==> config.mk <==
export PLATFORM = sky130hd
export DESIGN_NAME = irq_id_top
export DESIGN_NICKNAME = d
export VERILOG_FILES = /design/src/rtl/irq_id_pkg.sv /design/src/rtl/irq_id_ctrl.sv /design/src/rtl/irq_id_dp.sv /design/src/rtl/irq_id_top.sv
export SDC_FILE = /design/constraint.sdc
export NUM_CORES = 1
export LEC_CHECK = 0
export BUFFER_PORTS_ARGS = -buffer_cell sky130_fd_sc_hd__buf_4
export CORE_AREA = 2 2 84 86
export CTS_CLUSTER_SIZE = 25
export DETAILED_ROUTE_END_ITERATION = 10
export DIE_AREA = 0 0 86 88
export GPL_TIMING_DRIVEN = 0
export PLACE_DENSITY = 0.68
export SYNTH_ARGS = -nofsm -noshare
export SYNTH_HDL_FRONTEND = slang
export SYNTH_SLANG_ARGS = --single-unit
==> constraint.sdc <==
create_clock -name clk -period 2.75 [get_ports clk]
set_input_delay 0.1375 -clock clk [delete_from_list [all_inputs] [get_ports clk]]
set_output_delay 0.1375 -clock clk [all_outputs]
set_load 0.03 [all_outputs]
==> src/rtl/irq_id_pkg.sv <==
package irq_id_pkg;
  localparam int unsigned ID_W = 16;
  localparam logic [ID_W-1:0] STAT_CODE = 16'h8000;
  localparam logic [ID_W-1:0] NONE_CODE = 16'h0000;

  typedef struct packed {
    logic statSet;
    logic statClr;
  } statStrobe_t;
endpackage

==> src/rtl/irq_id_ctrl.sv <==
module irq_id_ctrl
  import irq_id_pkg::*;
#(
  parameter int unsigned NUM_SLOTS = 32
) (
  input  logic [NUM_SLOTS-1:0] slotTxDone,
  input  logic [NUM_SLOTS-1:0] slotRxDone,
  input  logic [NUM_SLOTS-1:0] slotTxIe,
  input  logic [NUM_SLOTS-1:0] slotRxIe,
  input  logic [NUM_SLOTS-1:0] slotClr,
  input  logic                 statOkUpd,
  input  logic                 statErrUpd,
  input  logic                 statAccess,
  input  logic                 statWrite,
  input  logic                 ctlSie,
  input  logic                 ctlEie,
  output logic [NUM_SLOTS-1:0] setVec,
  output logic [NUM_SLOTS-1:0] clrVec,
  output statStrobe_t          statStb
);
  // Each slot gates its two completion sources with their own enables.
  for (genvar s = 0; s < NUM_SLOTS; s++) begin : g_slot
    assign setVec[s] = (slotTxDone[s] & slotTxIe[s]) | (slotRxDone[s] & slotRxIe[s]);
    assign clrVec[s] = slotClr[s];
  end

  // A status write can never reach the status cause. Only a read clears it.
  always_comb begin
    statStb.statSet = (statOkUpd & ctlSie) | (statErrUpd & ctlEie);
    statStb.statClr = statAccess & ~statWrite;
  end
endmodule

==> src/rtl/irq_id_dp.sv <==
module irq_id_dp
  import irq_id_pkg::*;
#(
  parameter int unsigned NUM_SLOTS = 32
) (
  input  logic                 clk,
  input  logic                 rst_n,
  input  logic [NUM_SLOTS-1:0] setVec,
  input  logic [NUM_SLOTS-1:0] clrVec,
  input  statStrobe_t          statStb,
  input  logic                 ctlIe,
  output logic [ID_W-1:0]      intId,
  output logic [NUM_SLOTS-1:0] pendVec,
  output logic                 irqOut
);
  logic [NUM_SLOTS-1:0] pendQ, pendNext;
  logic                 statQ, statNext;
  logic [ID_W-1:0]      idQ, idNext;

  // A set wins over a clear that arrives in the same cycle.
  assign pendNext = (pendQ & ~clrVec) | setVec;
  assign statNext = (statQ & ~statStb.statClr) | statStb.statSet;

  // The identifier is encoded from the next state, so it is registered at the same edge as the pending bits.
  always_comb begin
    idNext = NONE_CODE;
    for (int i = NUM_SLOTS - 1; i >= 0; i--) begin
      if (pendNext[i]) idNext = ID_W'(i + 1);
    end
    if (statNext) idNext = STAT_CODE;
  end

  always_ff @(posedge clk or negedge rst_n) begin
    if (!rst_n) begin
      pendQ <= '0;
      statQ <= 1'b0;
      idQ   <= NONE_CODE;
    end else begin
      pendQ <= pendNext;
      statQ <= statNext;
      idQ   <= idNext;
    end
  end

  assign intId   = idQ;
  assign pendVec = pendQ;
  assign irqOut  = ctlIe & (idQ != NONE_CODE);
endmodule

==> src/rtl/irq_id_top.sv <==
module irq_id_top
  import irq_id_pkg::*;
#(
  parameter int unsigned NUM_SLOTS = 32
) (
  input  logic                 clk,
  input  logic                 rst_n,
  input  logic [NUM_SLOTS-1:0] slotTxDone,
  input  logic [NUM_SLOTS-1:0] slotRxDone,
  input  logic [NUM_SLOTS-1:0] slotTxIe,
  input  logic [NUM_SLOTS-1:0] slotRxIe,
  input  logic [NUM_SLOTS-1:0] slotClr,
  input  logic                 statOkUpd,
  input  logic                 statErrUpd,
  input  logic                 statAccess,
  input  logic                 statWrite,
  input  logic                 ctlIe,
  input  logic                 ctlSie,
  input  logic                 ctlEie,
  output logic [15:0]          intId,
  output logic [NUM_SLOTS-1:0] pendVec,
  output logic                 irqOut
);
  logic [NUM_SLOTS-1:0] setVec, clrVec;
  statStrobe_t          statStb;

  irq_id_ctrl #(.NUM_SLOTS(NUM_SLOTS)) u_ctrl (
    .slotTxDone(slotTxDone), .slotRxDone(slotRxDone),
    .slotTxIe(slotTxIe), .slotRxIe(slotRxIe), .slotClr(slotClr),
    .statOkUpd(statOkUpd), .statErrUpd(statErrUpd),
    .statAccess(statAccess), .statWrite(statWrite),
    .ctlSie(ctlSie), .ctlEie(ctlEie),
    .setVec(setVec), .clrVec(clrVec), .statStb(statStb)
  );

  irq_id_dp #(.NUM_SLOTS(NUM_SLOTS)) u_dp (
    .clk(clk), .rst_n(rst_n),
    .setVec(setVec), .clrVec(clrVec), .statStb(statStb),
    .ctlIe(ctlIe),
    .intId(intId), .pendVec(pendVec), .irqOut(irqOut)
  );
endmodule

==> results of run 1 <==
[power breakdown]
group	total [uW]	internal, uW	leakage (uW)	switching (uW)
clock	487	294	0.0000612	194
sequential	650	623	0.000447	27.1
combinational	573	285	0.00150	288
[worst max path at each step]
stage                                     from                       to  cells past startpoint
floorplan           u_dp.pendVec[19]$_DFF_PN0_  u_dp.intId[4]$_DFF_PN0_                      4
global placement    u_dp.pendVec[10]$_DFF_PN0_  u_dp.intId[0]$_DFF_PN0_                      7
detailed placement  u_dp.pendVec[19]$_DFF_PN0_  u_dp.intId[4]$_DFF_PN0_                      4
CTS                 u_dp.pendVec[10]$_DFF_PN0_  u_dp.intId[0]$_DFF_PN0_                      7
global route        u_dp.pendVec[10]$_DFF_PN0_  u_dp.intId[0]$_DFF_PN0_                      7
finish              u_dp.pendVec[10]$_DFF_PN0_  u_dp.intId[1]$_DFF_PN0_                      7
[stage by stage]
| step | total power (uW) | std cells | setup WS, ns |
|---|---|---|---|
| floorplan | 916 | 222 | 0.726 |
| global placement | 1230 | 510 | 0.645 |
| detailed placement | 1240 | 510 | 0.644 |
| CTS | 1730 | 519 | 0.599 |
| global route | 1810 | 519 | 0.389 |
| finish | 1710 | 519 | 0.644 |
[registers in the layout, indices dropped and copies added, names as in the netlist]
name	flops
u_dp.intId	7
u_dp.pendVec	32
[metal layers]
layer,share of wire,global-route usage,vias to the layer above
met1,0.38,0.219,1140
met4,0.0084,0.0390,0
li1,-,-,1217
met3,0.092,0.0547,6
met2,0.52,0.321,113
met5,0,0,-
[timing repair]
action,4_1_cts,5_1_grt
resized for setup,0,0
endpoints found under the hold margin,39,0
hold buffers,1,0
[final cells by class]
cell class	count	area share
plain buffers	10	0.0195
flip-flops and latches	39	0.254
well taps	80	0.0260
multi-input cells	136	0.226
repair buffers	209	0.408
inverters	37	0.0361
clock buffers	6	0.0215
clock inverters	2	0.00910
[cells in the mapped netlist, types with 4 or more instances]
master / count
inv_1: 36
buf_4: 10
dfrtp_1: 39
a21oi_1: 9
a221oi_1: 6
a22oi_1: 19
nor2_1: 11
nor4_1: 7
o21ai_0: 12
a222oi_1: 4
nor2b_1: 12
o21ai_1: 11
[cells by family (layout without fill, tap and decap cells)]
| logic type | count (synthesis) | count (layout) | share of synthesized area |
|---|---|---|---|
| compound gates | 76 | 76 | 0.264 |
| simple gates | 51 | 51 | 0.147 |
| buf+inv | 47 | 264 | 0.105 |
| flops | 39 | 39 | 0.481 |
| other cells | 1 | 9 | 0.00185 |
[critical path, stage by stage (launching register included)]
cell	delay, ns
dfrtp_1	0.38
nor2b_1	0.13
a221oi_1	0.55
inv_2	0.10
nor4_1	0.37
o21ai_0	0.15
a21oi_1	0.18
o22ai_1	0.12
==> reports/metrics.csv, run 1 <==
metric;value;unit
status;completed;
numPortBuffers;208;
required;2.91;ns
diodes;0;
cp-start-kind;flip-flop;
r2r_cells;7;
hp-start;slotClr[28];
cts_max_level;2;
timing.final.crit_share;0.766;
n_fill_cell;625;
leakage;0.00201;uW
placedInstanceArea;0.00372;mm2
drt_first_pass_iters;4;
die_area;0.00757;mm2
multi_input_comb_area;870;um2
gp_congestion;0.749;
worstPathMaxFanout;4;
dr_total_vias;2476;
ys_types;36;
synth_async_sr_flop_share;1.00;
clock_path_buffers;2;
routedWlPerCell;13.5;um
yosys-top-cells-area;dfrtp_1 (48%), a22oi_1 (7.0%), inv_1 (6.7%);
clk_pin_slew_worst_paths;0.08;ns
yosysTopAreaCellShare;0.481;
area_delta_synth_final;89.6;%
register_area;976;um2
final_common_cell;buf_4;
vias_per_cell;4.77;
post-dp-hpwl;6.08;mm
ant_nets;0;
synth_edf_count;0;
fin_skew;0.00774;ns
power_density;444;mW/mm2
worst_pin_slew;0.686;ns
cts_tree;done;
grt_max_degree;40;
utilization;0.579;
remaining_drc_errors;0;
drt_iter0_drc;75;
coreArea;0.00664;mm2
layout_min_cycle_time;2.11;ns
ir_drop;0.000175;V
crit_type;reg2reg;
timing.hold.ws;0.0921;ns
nets;607;
reg2reg_setup_slack;0.64;ns
final_cell_area;0.00385;mm2
slew_violations;0;
synth.largest_area_cell;dfrtp_1;
cts_setup_buffers;0;
rows;30;
setup-tns-final;0;ns
seq_area_frac_synth;0.481;
yosys_most_used_dff;dfrtp_1;
slew_headroom;0.543;
antenna_found_initial;0;
avgSynthCellArea;9.48;um2
fmax;475;MHz
whs_path_depth;2;
ys_ff_latch;39;
rsz0062_at_grt;no;
hp-class;in2reg;
numCtsBuffers;5;
layout_common_cells;buf_4 (218), dfrtp_1 (39), inv_1 (36);
start_util;0.305;
die_w;86;um
cts.sinks;39;
crit_path_end_kind;flip-flop;
worstSkewPairLatency;0.28;ns
routed_wirelength;7.00;mm
synth_cells;214;
grt_use_total;0.182;
finalHoldViolCount;0;
synth_warnings;0;
post_route_cells_drive_above_1_share;0.531;
setup_viol;0;
grt_pass1_wl;10.8;mm
ioPinCount;218;
synth_area;0.00203;mm2
die_h;88;um
r2r-start;u_dp.pendVec[10]$_DFF_PN0_;
arrival;2.27;ns
timing.rr.end;u_dp.intId[1]$_DFF_PN0_;
first_global_vias;2381;
drv.max_cap_violation_count;0;
root_buffer;clkbuf_8;
worstHoldEndpoint;u_dp.pendVec[28]$_DFF_PN0_;
overflow;0;
(Power assumes the default switching activity.)
==> inputs of run 2 (changes only) <==
==> constraint.sdc (replaced) <==
create_clock -name clk -period 1.95 [get_ports clk]
set_input_delay 0.0975 -clock clk [delete_from_list [all_inputs] [get_ports clk]]
set_output_delay 0.0975 -clock clk [all_outputs]
set_load 0.03 [all_outputs]
==> run 2 against run 1 <==
The run now ends with setup timing left. Final cell count grew 0.77%. Cell area grew 1.4%. Worst setup slack lost 0.65 ns. Sequential share of layout area shrank 0.29 points. Count of clock-buffer cells in the layout shrank 1. Utilization grew 0.83 points. Largest power group unchanged.
==> reports/metrics.csv, run 2 (same netlist as run 1, synthesis figures left out) <==
metric;value;unit
status;finished with violations;
violations;setup timing;
rows;30;
rsz0062_at_grt;yes;
max_stage_delay;0.40;ns
whs_path_depth;2;
grt_pass1_wl;10.8;mm
slowest_stage;dfrtp_2;
drv.max_cap_violation_count;0;
start_util;0.305;
die_area;0.00757;mm2
cts_max_level;2;
dr_total_vias;2486;
die_w;86;um
coreArea;0.00664;mm2
post_route_cells_drive_above_1_share;0.560;
place_ws;-0.134;ns
finalHoldViolCount;0;
crit_type;reg2reg;
fin_skew;0.00486;ns
first_global_vias;2430;
worstPathMaxFanout;4;
numCtsBuffers;5;
vias_per_cell;4.75;
worstHoldEndpoint;u_dp.pendVec[31]$_DFF_PN0_;
drt_first_pass_iters;6;
clock_path_buffers;2;
cts.sinks;39;
register_area;978;um2
clk_pin_slew_worst_paths;0.07;ns
grt_max_degree;40;
multi_input_comb_area;926;um2
routedWlPerCell;13.8;um
area_delta_synth_final;92.4;%
worstSkewPairLatency;0.29;ns
crit_path_end_kind;flip-flop;
timing.final.crit_share;1.00;
fmax;510;MHz
hp-class;in2reg;
setup_viol;1;
timing.hold.ws;0.0316;ns
remaining_drc_errors;0;
leakage;0.00202;uW
fin_ws;-0.00888;ns
gp_congestion;0.763;
overflow;0;
n_fill_cell;620;
crit_top_cell;nor2b_1;
grt_use_total;0.181;
setup-tns-final;-0.00888;ns
ant_nets;0;
slew_headroom;0.635;
routed_wirelength;7.21;mm
dpl.cell_count;510;
worst_pin_slew;0.541;ns
cp-start-kind;flip-flop;
fin_cells;523;
post-dp-hpwl;6.16;mm
antenna_found_initial;0;
layout_min_cycle_time;1.96;ns
largest_reg_flops;32;
arrival;2.14;ns
root_buffer;clkbuf_8;
timing.rr.end;u_dp.intId[4]$_DFF_PN0_;
nets;611;
slew_violations;0;
diodes;0;
drt_iter0_drc;60;
total_power;2280;uW
r2r-start;u_dp.pendVec[30]$_DFF_PN0_;
power_density;584;mW/mm2
reg2reg_setup_slack;-0.009;ns
ir_drop;0.000265;V
hp-start;slotClr[31];
numPortBuffers;208;
cts_tree;done;
layout_common_cells;buf_4 (222), dfrtp_1 (37), inv_1 (35);
required;2.13;ns
r2r_cells;6;
die_h;88;um
crit_chain;nor2b_1 > a221o_1 > nor4_4 > nand3b_2 > or3_4 > nor2b_1;
ioPinCount;218;
final_common_cell;buf_4;
==> run 2: changes by cell type in the layout (fill, tap and decap cells not counted), moves of 3 or more <==
cell	change
nor4_1	-3
a221oi_1	-3
buf_4	+4
a221oi_2	+3
==> run 2: stage by stage <==
| step | area (um2) | utilization |
|---|---|---|
| final | 3900 | 0.588 |
| after global routing | 3900 | 0.588 |
| after CTS | 3870 | 0.582 |
| after detailed placement | 3740 | 0.563 |
| after global placement | 3740 | 0.563 |
| after floorplan | 2080 | - |
==> run 2: worst max-delay path: cells and delay by family (launching register included) <==
kind	cells	cell delay (ns)
AOI/OAI and AO/OA	1	0.35
and+or+nand+nor	5	1.09
DFF	1	0.40
==> run 2: layout make-up <==
class                      count  area share
clock buffer                   5      0.0176
clock inverter                 3     0.00385
tap                           80      0.0256
sequential                    39       0.251
timing repair buffer         213       0.410
inverter                      37      0.0356
buffer                        10      0.0192
multi-input combinational    136       0.237
==> run 2: routing by layer <==
layer / routed length (um) / vias to the layer above / share of wire / track usage
li1: - / 1224 / - / -
met1: 2690 / 1136 / 0.37 / 0.212
met2: 3830 / 118 / 0.53 / 0.329
met3: 630 / 8 / 0.087 / 0.0500
met4: 69 / 0 / 0.0096 / 0.0447
met5: 0 / - / 0 / 0
==> run 2: power by group <==
group	internal, uW	switching, uW	leakage, uW
Sequential	880	39.8	0.000446
Clock	245	278	0.0000477
Combinational	416	422	0.00153
Total	1540	740	0.00202
==> run 2: worst max path at each step <==
stage	startpoint	endpoint	slack, ns	cells past startpoint
final	u_dp.pendVec[30]$_DFF_PN0_	u_dp.intId[4]$_DFF_PN0_	-0.009	6
after global routing	u_dp.pendVec[19]$_DFF_PN0_	u_dp.intId[5]$_DFF_PN0_	-0.10	4
after CTS	u_dp.pendVec[19]$_DFF_PN0_	u_dp.intId[4]$_DFF_PN0_	-0.04	4
after detailed placement	u_dp.pendVec[10]$_DFF_PN0_	u_dp.intId[0]$_DFF_PN0_	-0.13	7
after global placement	u_dp.pendVec[10]$_DFF_PN0_	u_dp.intId[0]$_DFF_PN0_	-0.15	7
after floorplan	u_dp.pendVec[19]$_DFF_PN0_	u_dp.intId[4]$_DFF_PN0_	-0.03	4
==> run 2: timing repair <==
action	CTS	global route
buffers inserted	2	2
hold buffers	1	0
gates resized for setup	3	5
hold endpoints to repair	39	0
pin swaps	2	1
setup endpoints to repair	5	5
